File: config.mk
export PLATFORM = sky130hd
export DESIGN_NAME = ccd_line_timer
export DESIGN_NICKNAME = d
export VERILOG_FILES = /design/src/rtl/ccd_timer_pkg.sv /design/src/rtl/ccd_line_seq.sv /design/src/rtl/ccd_pix_clock.sv /design/src/rtl/ccd_pix_index.sv /design/src/rtl/ccd_line_timer.sv
export SDC_FILE = /design/constraint.sdc
export NUM_CORES = 1
export LEC_CHECK = 0
export ABC_AREA = 1
export CORE_UTILIZATION = 44
export DETAILED_ROUTE_END_ITERATION = 7
export DONT_BUFFER_PORTS = 1
export PLACE_DENSITY = 0.67
export SETUP_SLACK_MARGIN = 0.3
export SLEW_MARGIN = 20
export SYNTH_ARGS = -nofsm -noshare
export SYNTH_HDL_FRONTEND = slang
export SYNTH_SLANG_ARGS = --single-unit
File: constraint.sdc
create_clock -name clk -period 4.3 [get_ports clk]
set_input_delay 0.215 -clock clk [delete_from_list [all_inputs] [get_ports clk]]
set_output_delay 0.215 -clock clk [all_outputs]
set_load 0.1 [all_outputs]
File: src/rtl/ccd_timer_pkg.sv
package ccd_timer_pkg;

  // Coarse position within one line.
  typedef enum logic [1:0] {
    Z_PRE  = 2'd0,
    Z_TG   = 2'd1,
    Z_POST = 2'd2,
    Z_READ = 2'd3
  } line_zone_e;

  // Registered drive bundle toward the level shifters.
  typedef struct packed {
    logic phi1;
    logic phi2;
    logic rg;
    logic clamp;
    logic tg;
  } ccd_drive_t;

  function automatic int ceil_div(input int num, input int den);
    return (num + den - 1) / den;
  endfunction

  function automatic int max3(input int a, input int b, input int c);
    int m;
    m = (a > b) ? a : b;
    return (m > c) ? m : c;
  endfunction

  // Exclusive end index of readout segment s (0: black, 1: lead, 2: valid, 3: trail).
  function automatic int seg_end(input int s, input int ob, input int lead,
                                 input int valid, input int trail);
    int e;
    e = ob;
    if (s >= 1) e += lead;
    if (s >= 2) e += valid;
    if (s >= 3) e += trail;
    return e;
  endfunction

endpackage

File: src/rtl/ccd_line_seq.sv
module ccd_line_seq
  import ccd_timer_pkg::*;
#(
  parameter int LINE_W   = 24,
  parameter int PRE_CYC  = 200,
  parameter int TG_CYC   = 2000,
  parameter int POST_CYC = 200
) (
  input  logic              clk,
  input  logic              rst,
  input  logic [LINE_W-1:0] line_len_i,
  input  logic              read_done_next_i,
  output logic [LINE_W-1:0] line_cnt_o,
  output logic              wrap_o,
  output line_zone_e        zone_o,
  output logic              read_restart_o
);

  localparam int TG_BEG   = PRE_CYC;
  localparam int TG_END   = PRE_CYC + TG_CYC;
  localparam int READ_BEG = TG_END + POST_CYC;

  logic [LINE_W-1:0] cnt_q;
  logic [LINE_W:0]   cnt_inc;

  assign cnt_inc = {1'b0, cnt_q} + (LINE_W+1)'(1);

  // Line ends once the period has elapsed and the readout has drained.
  assign wrap_o = (cnt_inc >= {1'b0, line_len_i}) && read_done_next_i;

  always_ff @(posedge clk) begin
    if (rst || wrap_o) begin
      cnt_q <= '0;
    end else if (cnt_q != '1) begin
      cnt_q <= cnt_inc[LINE_W-1:0];
    end
  end

  always_comb begin
    if (cnt_q < LINE_W'(TG_BEG)) begin
      zone_o = Z_PRE;
    end else if (cnt_q < LINE_W'(TG_END)) begin
      zone_o = Z_TG;
    end else if (cnt_q < LINE_W'(READ_BEG)) begin
      zone_o = Z_POST;
    end else begin
      zone_o = Z_READ;
    end
  end

  // Pixel sub-count realigns so that readout starts on a pixel boundary.
  assign read_restart_o = (cnt_q == LINE_W'(READ_BEG - 1));
  assign line_cnt_o     = cnt_q;

endmodule

File: src/rtl/ccd_pix_clock.sv
module ccd_pix_clock #(
  parameter int DIV_W   = 10,
  parameter int RST_W   = 10,
  parameter int CLP_GAP = 3,
  parameter int CLP_W   = 10
) (
  input  logic             clk,
  input  logic             rst,
  input  logic [DIV_W-1:0] div_i,
  input  logic             restart_i,
  input  logic             hold_i,
  output logic             tick_o,
  output logic             phi1_o,
  output logic             rg_o,
  output logic             clamp_o
);

  localparam int CLP_BEG = RST_W + CLP_GAP;
  localparam int CLP_END = CLP_BEG + CLP_W;

  logic [DIV_W-1:0] sub_q;

  assign tick_o = (sub_q >= (div_i - DIV_W'(1)));

  always_ff @(posedge clk) begin
    if (rst || restart_i) begin
      sub_q <= '0;
    end else if (tick_o) begin
      sub_q <= '0;
    end else begin
      sub_q <= sub_q + DIV_W'(1);
    end
  end

  // Phase 1 is frozen high around the transfer pulse, else a half-period square wave.
  assign phi1_o  = hold_i | (sub_q < (div_i >> 1));
  assign rg_o    = (sub_q < DIV_W'(RST_W));
  assign clamp_o = (sub_q >= DIV_W'(CLP_BEG)) && (sub_q < DIV_W'(CLP_END));

endmodule

File: src/rtl/ccd_pix_index.sv
module ccd_pix_index
  import ccd_timer_pkg::*;
#(
  parameter int  OB_N    = 49,
  parameter int  LEAD_N  = 2,
  parameter int  VALID_N = 10600,
  parameter int  TRAIL_N = 3,
  localparam int NPIX    = OB_N + LEAD_N + VALID_N + TRAIL_N,
  localparam int IDX_W   = $clog2(NPIX + 1)
) (
  input  logic             clk,
  input  logic             rst,
  input  logic             clear_i,
  input  logic             step_i,
  input  logic             in_read_i,
  output logic [IDX_W-1:0] idx_o,
  output logic             act_o,
  output logic             ob_o,
  output logic             dummy_o,
  output logic             valid_o,
  output logic             done_next_o
);

  logic [IDX_W-1:0] cnt_q;
  logic [3:0]       below;

  // below[s]: current index lies before the end of segment s.
  for (genvar s = 0; s < 4; s++) begin : g_seg
    localparam int EDGE = seg_end(s, OB_N, LEAD_N, VALID_N, TRAIL_N);
    assign below[s] = (cnt_q < IDX_W'(EDGE));
  end

  always_ff @(posedge clk) begin
    if (rst || clear_i) begin
      cnt_q <= '0;
    end else if (step_i && below[3]) begin
      cnt_q <= cnt_q + IDX_W'(1);
    end
  end

  assign act_o   = in_read_i && below[3];
  assign ob_o    = act_o && below[0];
  assign dummy_o = act_o && ((below[1] && !below[0]) || !below[2]);
  assign valid_o = act_o && below[2] && !below[1];
  assign idx_o   = act_o ? cnt_q : '0;

  assign done_next_o = (cnt_q == IDX_W'(NPIX)) ||
                       (step_i && (cnt_q == IDX_W'(NPIX - 1)));

endmodule

File: src/rtl/ccd_line_timer.sv
module ccd_line_timer
  import ccd_timer_pkg::*;
#(
  parameter int  SYS_CLK_HZ = 200_000_000,
  parameter int  MAX_PIX_HZ = 5_000_000,
  parameter int  OB_N       = 49,
  parameter int  LEAD_N     = 2,
  parameter int  VALID_N    = 10600,
  parameter int  TRAIL_N    = 3,
  parameter int  PRE_CYC    = 200,
  parameter int  TG_CYC     = 2000,
  parameter int  POST_CYC   = 200,
  parameter int  RST_W      = 10,
  parameter int  CLP_GAP    = 3,
  parameter int  CLP_W      = 10,
  parameter int  DIV_W      = 10,
  parameter int  LINE_W     = 24,
  localparam int IDX_W      = $clog2(OB_N + LEAD_N + VALID_N + TRAIL_N + 1)
) (
  input  logic              clk,
  input  logic              rst,
  input  logic [DIV_W-1:0]  cfg_pix_div_i,
  input  logic [LINE_W-1:0] cfg_line_len_i,
  output logic              phi1_o,
  output logic              phi2_o,
  output logic              rg_o,
  output logic              clamp_o,
  output logic              tg_o,
  output logic              line_start_o,
  output logic [IDX_W-1:0]  pix_idx_o,
  output logic              pix_act_o,
  output logic              pix_ob_o,
  output logic              pix_dummy_o,
  output logic              pix_valid_o
);

  localparam int RATE_DIV  = ceil_div(SYS_CLK_HZ, MAX_PIX_HZ);
  localparam int PULSE_DIV = RST_W + CLP_GAP + CLP_W;
  localparam int MIN_DIV   = max3(RATE_DIV, PULSE_DIV, 2);

  // Captured configuration, refreshed only in reset and at line start.
  logic [DIV_W-1:0]  div_q;
  logic [LINE_W-1:0] len_q;

  logic [LINE_W-1:0] line_cnt;
  logic              wrap;
  line_zone_e        zone;
  logic              read_restart;
  logic              in_read;
  logic              tick;
  logic              phi1_n;
  logic              rg_n;
  logic              clamp_n;
  logic [IDX_W-1:0]  idx_n;
  logic              act_n;
  logic              ob_n;
  logic              dummy_n;
  logic              valid_n;
  logic              done_next;
  ccd_drive_t        drv_q;

  always_ff @(posedge clk) begin
    if (rst || wrap) begin
      div_q <= cfg_pix_div_i;
      len_q <= cfg_line_len_i;
    end
  end

  assign in_read = (zone == Z_READ);

  ccd_line_seq #(
    .LINE_W   (LINE_W),
    .PRE_CYC  (PRE_CYC),
    .TG_CYC   (TG_CYC),
    .POST_CYC (POST_CYC)
  ) u_seq (
    .clk              (clk),
    .rst              (rst),
    .line_len_i       (len_q),
    .read_done_next_i (done_next),
    .line_cnt_o       (line_cnt),
    .wrap_o           (wrap),
    .zone_o           (zone),
    .read_restart_o   (read_restart)
  );

  ccd_pix_clock #(
    .DIV_W   (DIV_W),
    .RST_W   (RST_W),
    .CLP_GAP (CLP_GAP),
    .CLP_W   (CLP_W)
  ) u_pclk (
    .clk       (clk),
    .rst       (rst),
    .div_i     (div_q),
    .restart_i (wrap | read_restart),
    .hold_i    (!in_read),
    .tick_o    (tick),
    .phi1_o    (phi1_n),
    .rg_o      (rg_n),
    .clamp_o   (clamp_n)
  );

  ccd_pix_index #(
    .OB_N    (OB_N),
    .LEAD_N  (LEAD_N),
    .VALID_N (VALID_N),
    .TRAIL_N (TRAIL_N)
  ) u_pidx (
    .clk         (clk),
    .rst         (rst),
    .clear_i     (wrap),
    .step_i      (tick && in_read),
    .in_read_i   (in_read),
    .idx_o       (idx_n),
    .act_o       (act_n),
    .ob_o        (ob_n),
    .dummy_o     (dummy_n),
    .valid_o     (valid_n),
    .done_next_o (done_next)
  );

  // Output register stage: every pin toggles from a flop.
  always_ff @(posedge clk) begin
    if (rst) begin
      drv_q        <= '0;
      line_start_o <= 1'b0;
      pix_idx_o    <= '0;
      pix_act_o    <= 1'b0;
      pix_ob_o     <= 1'b0;
      pix_dummy_o  <= 1'b0;
      pix_valid_o  <= 1'b0;
    end else begin
      drv_q.phi1   <= phi1_n;
      drv_q.phi2   <= !phi1_n;
      drv_q.rg     <= rg_n;
      drv_q.clamp  <= clamp_n;
      drv_q.tg     <= (zone == Z_TG);
      line_start_o <= (line_cnt == '0);
      pix_idx_o    <= idx_n;
      pix_act_o    <= act_n;
      pix_ob_o     <= ob_n;
      pix_dummy_o  <= dummy_n;
      pix_valid_o  <= valid_n;
    end
  end

  assign phi1_o  = drv_q.phi1;
  assign phi2_o  = drv_q.phi2;
  assign rg_o    = drv_q.rg;
  assign clamp_o = drv_q.clamp;
  assign tg_o    = drv_q.tg;

endmodule

# After elaboration in Yosys (flattened, before gate mapping)

Index checks and enable logic that the tools add are counted.

Bitwise operators: 3
Muxes and demuxes: 3
Add/subtract/negate cells: 4
Equality and inequality tests: 6
Order comparisons: 13
Reductions and logical operators: 23

Operators with widths:

| kind                                                                                  | number |
|---|---|
| 24-bit by 12-bit less-than comparator with 1-bit output (second input constant)       | 2 |
| 14-bit equality test (second input constant)                                          | 2 |
| 14-bit less-than comparator (second input constant)                                   | 2 |
| 14-bit by 6-bit less-than comparator with 1-bit output (second input constant)        | 2 |
| 24-bit by 1-bit adder with 25-bit output (second input constant)                      | 1 |
| 25-bit by 24-bit greater-or-equal comparator with 1-bit output                        | 1 |
| 24-bit by 12-bit equality test with 1-bit output (second input constant)              | 1 |
| 24-bit logical NOT                                                                    | 1 |
| 24-bit by 8-bit less-than comparator with 1-bit output (second input constant)        | 1 |
| 24-bit != test (second input constant)                                                | 1 |
| 14-bit by 1-bit adder with 14-bit output (second input constant)                      | 1 |
| 1-bit logical AND                                                                     | 11 |
| 10-bit by 1-bit adder with 10-bit output (second input constant)                      | 1 |
| 10-bit greater-or-equal comparator                                                    | 1 |
| 10-bit by 4-bit greater-or-equal comparator with 1-bit output (second input constant) | 1 |
| 10-bit by 4-bit less-than comparator with 1-bit output (second input constant)        | 1 |
| 10-bit by 5-bit less-than comparator with 1-bit output (second input constant)        | 1 |
| 10-bit by 9-bit less-than comparator with 1-bit output                                | 1 |
| 10-bit by 1-bit subtractor with 10-bit output (second input constant)                 | 1 |
| 1-bit logical NOT                                                                     | 5 |
| 1-bit logical OR                                                                      | 4 |
| 2-bit 2-to-1 mux                                                                      | 2 |
| 2-bit OR reduction                                                                    | 2 |
| 2-bit by 1-bit equality test with 1-bit output (second input constant)                | 1 |
| other kinds (4)                                                                       | 5 |

Input port bits: 36
Output and inout port bits: 24
Bits in registers: 106
Logic and storage cells: 68

# Longest topological paths before layout

Word-level depth: 12
Depth in mapped cells: 24
Mapped depth without buffers: 22

# Hierarchy

A second synthesis with hierarchy kept.

Cells, all modules: 870
Area, all modules: 6,628.9 um^2

Modules (own cells, without submodules):

| module         | seq. area each (um^2) | area an instance (um^2) | times used | cells an instance |
|---|---|---|---|---|
| ccd_line_seq   | 480.5                 | 2,463.6                 | 1          | 370 |
| ccd_line_timer | 1,501.4               | 1,823.0                 | 1          | 136 |
| ccd_pix_index  | 280.3                 | 1,202.4                 | 1          | 198 |
| ccd_pix_clock  | 200.2                 | 1,139.8                 | 1          | 166 |

# Worst setup path after synthesis

Ideal clock, no wire load.

Path kind: reg-to-reg
Start: register u_seq.cnt_q[0] (netlist: u_seq.line_cnt_o[0])
End: register div_q[0] (enable)
Arrival: 3.016 ns
Library setup time: 0.379 ns
Data required time: 3.921 ns
Stages on the path, launching flop included: 21
Path buffers: 1
Path slack: 0.906 ns
Period minus slack after synthesis: 3.394 ns
Cell sequence: dfxtp_1 -> ha_1 -> nand2_1 -> nor2_4 -> nand2_2 -> nor2_4 -> nand2_1 -> nor2_1 -> nand2_1 -> xor2_1 -> inv_1 -> ha_1 -> nand2_1 -> nor2_1 -> nand3_1 -> a21oi_2 -> nand3_1 -> nand3_2 -> nand2_4 -> nand2_4 -> buf_2

Elaborated cells on any way between the ends: 14
Those cells by class: 1 x add/sub; 4 x order compare; 1 x eq/ne; 3 x mux; 5 x reduce/logical

RTL lines:

| element                                                        | RTL line             | text |
|---|---|---|
| start, declared                                                | ccd_line_seq.sv:23   | `logic [LINE_W-1:0] cnt_q;` |
| start signal, assigned                                         | ccd_line_seq.sv:35   | `cnt_q <= cnt_inc[LINE_W-1:0];` |
| 24-bit by 1-bit adder with 25-bit output                       | ccd_line_seq.sv:26   | `assign cnt_inc = {1'b0, cnt_q} + (LINE_W+1)'(1);` |
| net u_seq.cnt_inc[22]                                          | ccd_line_seq.sv:24   | `logic [LINE_W:0] cnt_inc;` |
| 25-bit by 24-bit greater-or-equal comparator with 1-bit output | ccd_line_seq.sv:29   | `assign wrap_o = (cnt_inc >= {1'b0, line_len_i}) && read_done_next_i;` |
| 1-bit logical AND                                              | ccd_line_seq.sv:29   |  |
| 1-bit logical OR                                               | ccd_line_timer.sv:63 | `if (rst \|\| wrap) begin` |
| end signal, assigned                                           | ccd_line_timer.sv:64 | `div_q <= cfg_pix_div_i;` |
| end, declared                                                  | ccd_line_timer.sv:42 | `logic [DIV_W-1:0] div_q;` |

The timed path passes the listed nets, and every way through them passes these cells.
A chain may end at the register's enable or synchronous reset.

# Worst setup path after layout

Same ends and word-level chain as after synthesis.

==> key figures <==
Placement
  – RD Place Congestion: 0.8619
  – PortBufs: 0
  – Post-DP HPWL: 9289 µm
  – Post-placement cell count: 922
  – DP Area: 0.006187 mm²

Critical path
  – Crit Path Class: flip-flop to flip-flop
  – Max FO, Critical Path: 32
  – CP Data Arrival Time: 3.61 ns
  – CP Capture Type: flip-flop
  – Reg2Reg Depth: 20
  – Startpoint types: flip-flop
  – Worst path required time: 4.36 ns

Synth
  – Mux contribution to synthesized area: 0
  – Unique masters post-synth: 38
  – Post-synthesis sequential area ratio: 0.4093
  – Mean post-synth cell area: 7.968 µm²
  – Largest area contributor in the netlist: dfxtp_1
  – Post-Synth XOR/XNOR Area: 0.06988
  – Syn Std Cell Area: 0.006016 mm²
  – Post-synth top cells: inv_1, nor2_1, nand2_1, dfxtp_1, ha_1
  – Simple-Gate Fraction of Synth Area: 0.2644
  – Dominant cells by area after synthesis: dfxtp_1, edfxtp_1, ha_1
  – Ys Warns: 0
  – Largest family of logic cells by synthesized area: simple AND/OR/NAND/NOR gates
  – Adder-cell area share of the yosys netlist: 0.1082
  – Top FF cell, synth: dfxtp_1
  – Mapped Nets: 843
  – Asr flop ratio synth: 0
  – Post-synthesis sequential element count: 106
  – Yosys top cell area share: 0.2396
  – Post-synth EDFFs: 34
  – Mapped Cells: 755
  – Area fraction in compound gates after synthesis: 0.05262
  – Most common cell in the synthesized netlist: inv_1

Floorplanning
  – Die area: 0.01414 mm²
  – DIE WIDTH: 118.9 µm
  – Rows: 42
  – Die Y: 118.9 µm
  – IO Pins: 60
  – Core area: 0.01330 mm²
  – Initial core utilization: 0.4525

Finish
  – Post-route cell area: 0.006854 mm²
  – Finished Core Util: 0.5155
  – Layout Cells excl Fill: 973
  – Area growth from synthesis to final layout: 13.94%
  – Diode count: 0
  – Nets: 880
  – Layout cell share with drive strength beyond 1: 0.05144

CTS
  – Root Buffer: clkbuf_16
  – Clock-pin slew on the worst setup and hold paths: 0.08 ns
  – Clock Path Buffers: 2
  – Clk sinks: 106
  – H-tree Lvls: 3
  – TritonCTS clock tree: done
  – Worst skew pair latency: 0.36 ns
  – Number of CTS-inserted buffers: 9
  – Postcts setup bufs: 0

Worst hold path
  – Worst hold path stage count: 3
  – HP Class: input pin to flip-flop

Detailed routing
  – Via/cell ratio: 4.765
  – Initial DRT Pass Iterations: 5
  – DRT iter0 DRCs: 370
  – Routed WL: 12520 µm
  – Via count: 4636
  – Post-route DRC violation count: 0
  – WL/cell: 12.87 µm
  – Routed Antenna Nets: 0

Timing
  – Slew HR: 0.3301
  – Unrepaired setup endpoints after global routing: no
  – Finish-stage setup viols: 0
  – TNS Setup: 0 ns
  – Final hold vios: 0
  – Final worst path period share: 0.8257
  – Clock skew: 0.01209 ns
  – Slew @ Worst Pin: 1.003 ns
  – Fmax: 281.7 MHz
  – Max Slew Vio Count: 0
  – Final worst path period need: 3.550 ns

Run status
  – Status: complete, no violations

Global routing
  – Overflow left after global routing: 0
  – GRT Util Overall: 0.1909
  – Vias in the first global route: 4498
  – Initial antenna violation count: 0
  – First-pass GRT wire length: 21360 µm
  – Largest net degree at the start of global routing: 33

Power and ir drop
  – Static leakage: 3.018 nW
  – PD cells: 300.4 mW/mm²
  – Total power: 0.002059 W
  – VDD IR max: 203.1 µV

Flow run
  – Max Cap Viol: 0
-- per-layer routing --
metal	track usage	wire length, µm	share of wire	up-vias
met5	0	0	0	-
met4	0.06646	196	0.016	0
met3	0.04023	435	0.035	15
met2	0.3125	5698	0.45	82
met1	0.2487	6193	0.49	2069
li1	-	-	-	2470
-- registers in the layout, indices dropped and copies added, names as in the netlist --
name,count
pix_valid_o,1
div_q,10
phi2_o,1
len_q,24
pix_dummy_o,1
pix_idx_o,14
pix_ob_o,1
phi1_o,1
u_pclk.sub_q,10
tg_o,1
pix_act_o,1
u_seq.line_cnt_o,24
clamp_o,1
u_pidx.cnt_q,14
line_start_o,1
rg_o,1
-- cell type report --
type	count	area, µm²
fillers	1283	6441
multi-input cells	505	2987
flip-flops and latches	106	2462
inverters	133	499.2
repair buffers	37	381.6
clock buffers	11	264.0
well taps	176	220.2
clock inverters	5	40.04
-- worst max-delay path: stages, from the launching register on --
cell	delay, ns
dfxtp_1	0.43
ha_1	0.21
nand2_1	0.09
nor2_4	0.14
nand2_2	0.11
nor2_4	0.18
nand2_1	0.11
nor2_1	0.17
nand2_1	0.09
xor2_1	0.14
inv_1	0.08
ha_1	0.29
nand2_1	0.07
nor2_1	0.12
nand3_1	0.12
a21oi_2	0.15
nand3_1	0.10
nand3_2	0.12
nand2_4	0.08
nand2_8	0.21
buf_12	0.24
-- what timing repair did --
| item | in CTS | in global routing |
|---|---|---|
| resized for setup | 0 | 2 |
| hold buffers | 35 | 0 |
| endpoints found under the hold margin | 37 | 0 |
| setup endpoints to repair | 0 | 27 |
-- power by group --
part           switching, W  internal (W)  total, W
logic             0.0000732     0.0000596  0.000133
clock network      0.000388      0.000452  0.000840
registers         0.0000277       0.00106   0.00109
total              0.000489       0.00157   0.00206
-- cells by family after synthesis --
family,after synthesis
buffers and inverters,144
adders and majority gates,52
and+or+nand+nor,351
AOI/OAI and AO/OA,54
DFF,106
xor gates and xnor gates,48
-- stage by stage --
stage               hold WS, ns  worst slack (ns)
floorplan                0.2841            0.9059
global placement         0.2883            0.6702
detailed placement       0.2893            0.6017
CTS                      0.2056            0.5477
global route             0.2695            0.3908
finish                   0.2582            0.7497
-- final timing paths --
path | start | to | slack (ns)
setup reg to reg | u_seq.line_cnt_o[0] | div_q[0] | 0.75
hold / removal | rst | rg_o | 0.26
setup / recovery | u_seq.line_cnt_o[0] | div_q[0] | 0.75
hold reg to reg | u_pclk.sub_q[0] | u_pclk.sub_q[0] | 0.47
-- cells in the final DEF (no fill, tap or decap), types with 3 or more instances in the layout --
cell type and count:
inv_1 132, nor2_1 125, nand2_1 123, dfxtp_1 72
ha_1 52, xor2_1 42, nand3_1 39, dlygate4sd3_1 35
edfxtp_1 34, a21oi_1 21, nor3_1 20, nand4_1 15
o21ai_0 15, nor2_4 12, clkbuf_16 10, xnor2_1 6
nor4_1 4, nand3_2 4, inv_6 4, nand3b_1 3
a21boi_0 3
Power figures use the tool's default switching activity.
